===== src/rtl/fsw_pkg.sv =====
package fsw_pkg;
    localparam int unsigned FSW_WORD_W   = 16;
    localparam int unsigned FSW_DIV      = 3;
    localparam int unsigned FSW_HIGH_CYC = 1;
endpackage


===== src/rtl/fsw_clkdiv.sv =====
module fsw_clkdiv #(
    parameter int unsigned DIV      = 3,
    parameter int unsigned HIGH_CYC = 1
) (
    input  logic clk,
    input  logic rst,
    output logic sclk,
    output logic fall_tick
);
    localparam int unsigned PW = (DIV > 2) ? $clog2(DIV) : 1;
    localparam logic [PW-1:0] LAST  = PW'(DIV - 1);
    localparam logic [PW-1:0] HI_END = PW'(HIGH_CYC - 1);

    typedef struct packed {
        logic [PW-1:0] phase;
        logic          sclk;
    } div_st_t;

    div_st_t st_d, st_q;

    always_comb begin
        st_d = st_q;
        st_d.phase = (st_q.phase == LAST) ? '0 : st_q.phase + 1'b1;
        st_d.sclk  = (st_d.phase <= HI_END);
    end

    always_ff @(posedge clk) begin
        if (rst) begin
            st_q.phase <= LAST;
            st_q.sclk  <= 1'b0;
        end else begin
            st_q <= st_d;
        end
    end

    assign sclk      = st_q.sclk;
    assign fall_tick = (st_q.phase == HI_END);
endmodule


===== src/rtl/fsw_hold.sv =====
module fsw_hold #(
    parameter int unsigned W = 16
) (
    input  logic         clk,
    input  logic         rst,
    input  logic         vld,
    input  logic [W-1:0] din,
    input  logic         take,
    output logic         avail,
    output logic [W-1:0] word
);
    typedef struct packed {
        logic         full;
        logic [W-1:0] data;
    } hold_st_t;

    hold_st_t st_d, st_q;

    always_comb begin
        st_d = st_q;
        if (take) begin
            // the shifter takes the held word if there is one, else din directly
            st_d.full = vld && st_q.full;
        end else begin
            st_d.full = st_q.full || vld;
        end
        if (vld) begin
            st_d.data = din;
        end
    end

    always_ff @(posedge clk) begin
        if (rst) begin
            st_q <= '0;
        end else begin
            st_q <= st_d;
        end
    end

    assign avail = st_q.full || vld;
    assign word  = st_q.full ? st_q.data : din;
endmodule


===== src/rtl/fsw_shift.sv =====
module fsw_shift #(
    parameter int unsigned W = 16
) (
    input  logic         clk,
    input  logic         rst,
    input  logic         tick,
    input  logic         avail,
    input  logic [W-1:0] word,
    output logic         take,
    output logic         sdo,
    output logic         fs_n
);
    localparam int unsigned CW = $clog2(W);
    localparam logic [CW-1:0] LAST_BIT = CW'(W - 1);

    typedef struct packed {
        logic          busy;
        logic [CW-1:0] cnt;
        logic [W-1:0]  sreg;
        logic          sdo;
        logic          fs_n;
    } sh_st_t;

    sh_st_t st_d, st_q;

    always_comb begin
        st_d = st_q;
        take = 1'b0;
        if (tick) begin
            if (st_q.busy) begin
                if (st_q.cnt == LAST_BIT) begin
                    st_d.busy = 1'b0;
                    st_d.fs_n = 1'b1;
                    st_d.sdo  = 1'b0;
                    st_d.cnt  = '0;
                end else begin
                    st_d.cnt  = st_q.cnt + 1'b1;
                    st_d.sdo  = st_q.sreg[W-2];
                    st_d.sreg = {st_q.sreg[W-2:0], 1'b0};
                end
            end else if (avail) begin
                take      = 1'b1;
                st_d.busy = 1'b1;
                st_d.cnt  = '0;
                st_d.sreg = word;
                st_d.sdo  = word[W-1];
                st_d.fs_n = 1'b0;
            end
        end
    end

    always_ff @(posedge clk) begin
        if (rst) begin
            st_q      <= '0;
            st_q.fs_n <= 1'b1;
        end else begin
            st_q <= st_d;
        end
    end

    assign sdo  = st_q.sdo;
    assign fs_n = st_q.fs_n;
endmodule


===== src/rtl/fsw_tx.sv =====
module fsw_tx
    import fsw_pkg::*;
#(
    parameter int unsigned WORD_W   = FSW_WORD_W,
    parameter int unsigned DIV      = FSW_DIV,
    parameter int unsigned HIGH_CYC = FSW_HIGH_CYC
) (
    input  logic              clk,
    input  logic              rst,
    input  logic [WORD_W-1:0] word_in,
    input  logic              word_vld,
    output logic              sdo,
    output logic              sdo_n,
    output logic              sclk,
    output logic              sclk_n,
    output logic              fs_n
);
    logic              tick;
    logic              take;
    logic              avail;
    logic [WORD_W-1:0] word_sel;

    fsw_clkdiv #(.DIV(DIV), .HIGH_CYC(HIGH_CYC)) u_div (
        .clk       (clk),
        .rst       (rst),
        .sclk      (sclk),
        .fall_tick (tick)
    );

    fsw_hold #(.W(WORD_W)) u_hold (
        .clk   (clk),
        .rst   (rst),
        .vld   (word_vld),
        .din   (word_in),
        .take  (take),
        .avail (avail),
        .word  (word_sel)
    );

    fsw_shift #(.W(WORD_W)) u_shift (
        .clk   (clk),
        .rst   (rst),
        .tick  (tick),
        .avail (avail),
        .word  (word_sel),
        .take  (take),
        .sdo   (sdo),
        .fs_n  (fs_n)
    );

    assign sdo_n  = ~sdo;
    assign sclk_n = ~sclk;
endmodule


===== config.mk =====
export PLATFORM = sky130hd
export DESIGN_NAME = fsw_tx
export DESIGN_NICKNAME = d
export VERILOG_FILES = /design/src/rtl/fsw_pkg.sv /design/src/rtl/fsw_clkdiv.sv /design/src/rtl/fsw_hold.sv /design/src/rtl/fsw_shift.sv /design/src/rtl/fsw_tx.sv
export SDC_FILE = /design/constraint.sdc
export NUM_CORES = 1
export LEC_CHECK = 0
export BUFFER_PORTS_ARGS = -buffer_cell sky130_fd_sc_hd__buf_4
export CORE_MARGIN = 10
export CORE_UTILIZATION = 30
export CTS_BUF_LIST = sky130_fd_sc_hd__clkbuf_8 sky130_fd_sc_hd__clkbuf_16
export DETAILED_ROUTE_END_ITERATION = 16
export SYNTH_ARGS = -nofsm -noshare
export SYNTH_HDL_FRONTEND = slang
export SYNTH_SLANG_ARGS = --single-unit

===== constraint.sdc =====
create_clock -name clk -period 2.4 [get_ports clk]
set_input_delay 0.36 -clock clk [delete_from_list [all_inputs] [get_ports clk]]
set_output_delay 0.36 -clock clk [all_outputs]
set_load 0.01 [all_outputs]

==> results.ini <==
[outcome]
outcome=finished clean

[synthesis]
synth_compound_area_share_pct=22.93
synth_top_family_by_area=simple AND/OR/NAND/NOR gates
yosys.area_share.adder_pct=0.6406
yosys_warnings=0
syn-cell-area_sq_um=1953
synth-seq-cells=42
synth-seq-area-share_pct=43.05
synthMuxAreaShare_pct=1.025
syn_avg_cell_area_sq_um=7.907
synth-simple-area-share_pct=25.56
syn_inst=247
yosys.cell_types.count=32
syn_nets=267
yosys.area_share.xor_xnor_pct=0

[clock_tree]
ctsResizeCount=0
cts_max_level=2
hold_buffers=0
clkTransAtPathRegs_ps=80
tritoncts=built
post_cts_buffers=0
clockBufferDepth=2
clk-insertion-delay-late_ps=290
clock-sinks=42
cts_root_buffer=clkbuf_8
numCtsBuffers=5

[power]
p_int_mw=1.136
power.density_nw_per_um2=688.9
pwr-share-comb_pct=13.8
power_frac_seq_pct=50.0
ir_drop_v=0.0003457
leakagePower_nw=0.8218
clock_power_share_pct=36.2
sw_frac_of_total_pct=26.09
p_switching_mw=0.4012

[placed_design]
hpwl_um=2624
routabilityCongestion=0.7179
portBuffers=23

[timing]
fin_worst_skew_ps=7.058
hold_viol=0
min_period_ps=1666
worst_slew_pin_slew_ps=690.6
drv_slew=0
finalCritPeriodShare_pct=69.43
fin_setup_tns_ps=0
rsz0062_at_grt=false
max_freq_mhz=600.2
relSlewSlack_pct=53.85
setup_viol=0

[min_path]
hold_path_depth=3
hold_class=in -> reg

[final_layout]
fillers=661
final_util_pct=35.15
drive_gt1_share_pct=14.62
layout_commonest_cell=a21oi_1
diodes=0
mostFrequentLayoutCells=a21oi_1 (50), dfxtp_1 (42), nand2_1 (36)
area_growth_pct=14.29
final_nets=279

[grt]
antenna_found_initial=0
grt.overflow.total=0
grt_pass1_wl_um=7272
grt_max_degree=45
grt_pass1_vias=1537
grt_usage_pct=8.585

[job]
cap_violations=0

[route]
viasPerCell=4.825
drtPass1Iterations=4
drc_errors=0
drt_wl_total_um=4140
ant_nets=0
vias=1626
drt_iter0_drc=113
drt-wirelength-per-cell_um=12.28

[critical_path]
worstPathArrival_ps=1880
path_delay_family=flip-flops
crit_type=reg -> reg
start_kind=flip-flop
slowest_stage=dfxtp_1
crit_buf_inv=1
worstPathRequired_ps=2620
path_cells=buf_4, o311a_2, nand3_1, a21oi_1
cp-end-kind=flip-flop
cp_max_fo=15
crit_cells=4
r2r_cells=4
max_stage_delay_ps=630

[die]
core_area_sq_um=6350
start_util_pct=30.76
fp.dieW_um=100.7
die-area_sq_um=10140
dieHeight_um=100.7
io_pins=24
fp-row-count=29

[worst paths after layout]
check | slack, ps | startpoint | endpoint
worst min-delay path | 320 | word_in[0] | u_hold.st_q[0]
worst min register to register | 450 | u_shift.st_q[14] | u_shift.st_q[14]
worst max register to register | 730 | u_shift.st_q[22] | u_shift.st_q[5]
worst max-delay path | 730 | u_shift.st_q[22] | u_shift.st_q[5]
[power groups by stage]
| stage | registers [mW] | clock network [mW] | logic (mW) |
|---|---|---|---|
| 6_report | 0.769 | 0.556 | 0.213 |
| 3_5_place_dp | 0.785 | 0 | 0.215 |
| 2_1_floorplan | 0.772 | 0 | 0.173 |
| 5_1_grt | 0.775 | 0.611 | 0.247 |
| 3_3_place_gp | 0.784 | 0 | 0.213 |
| 4_1_cts | 0.769 | 0.576 | 0.216 |
[worst register-to-register path, cell delays in order, from the launching register on]
cell and delay [ps]:
dfxtp_1 630, buf_4 280, o311a_2 380, nand3_1 110
a21oi_1 180
[metrics by stage]
step / hold WS (ps) / instances / area (sq um) / setup slack, ps / power, mW
3_5_place_dp: 437.9 / 329 / 2123 / 732.7 / 1.001
3_3_place_gp: 433.2 / 329 / 2123 / 794.1 / 0.9974
6_report: 319.3 / 337 / 2232 / 733.8 / 1.538
5_1_grt: 330.7 / 337 / 2232 / 558.1 / 1.634
2_1_floorplan: 426.7 / 247 / 1953 / 1072 / 0.9454
4_1_cts: 314.3 / 337 / 2232 / 695.4 / 1.562
[cell families after synthesis]
| group | count (synthesis) |
|---|---|
| buffers and inverters | 24 |
| and+or+nand+nor | 99 |
| muxes | 2 |
| adders and majority gates | 1 |
| AOI/OAI and AO/OA | 79 |
| DFF | 42 |
[cell type report]
type                            count  area (sq um)  area share, %
Inverter                            3         11.26         0.5045
Clock inverter                      3         40.04          1.794
Timing Repair Buffer               26         195.2          8.744
Tap cell                           77         96.34          4.316
Sequential cell                    42         840.8          37.67
Clock buffer                        5         68.82          3.083
Multi-Input combinational cell    181         979.7          43.89
[registers in the layout (all words and copies together), names as in the netlist]
register      cells
u_div.sclk        1
u_div.st_q        2
u_hold.st_q      17
u_shift.st_q     20
u_shift.sdo       1
u_shift.fs_n      1
[synthesized netlist by cell type]
cell type	n	area [sq um]
or2_1	1	6.260
buf_6	4	45.04
buf_4	2	15.01
clkbuf_2	1	5.000
nand4_1	1	6.260
o21ai_0	19	95.09
ha_1	1	12.51
buf_2	3	15.01
o311a_2	1	11.26
nand3_1	17	85.08
o22ai_1	1	6.260
nor2_4	1	11.26
o311ai_4	1	26.28
a32oi_1	1	8.760
and3_1	1	6.260
mux2i_1	2	20.02
inv_1	3	11.26
o21bai_1	1	7.510
o31ai_2	1	12.51
nor2_1	8	30.03
nor3b_1	1	7.510
and4b_1	1	10.01
a22oi_1	1	7.510
nand3b_1	1	7.510
nand2_1	36	135.1
a21oi_1	50	250.2
nor2b_1	1	6.260
dfxtp_1	42	840.8
clkbuf_1	11	41.29
a21o_1	2	15.01
nand2b_1	30	187.7
o31ai_1	1	7.510
[routing by layer]
layer  GRT usage [%]  share of wire (%)  vias up
met5               0                  0        -
met4           3.261                1.1        0
met3           2.812                4.7        5
met2           13.07                 44       25
met1           10.94                 50      729
li1                -                  -      867
Power figures use the tool's default switching activity.
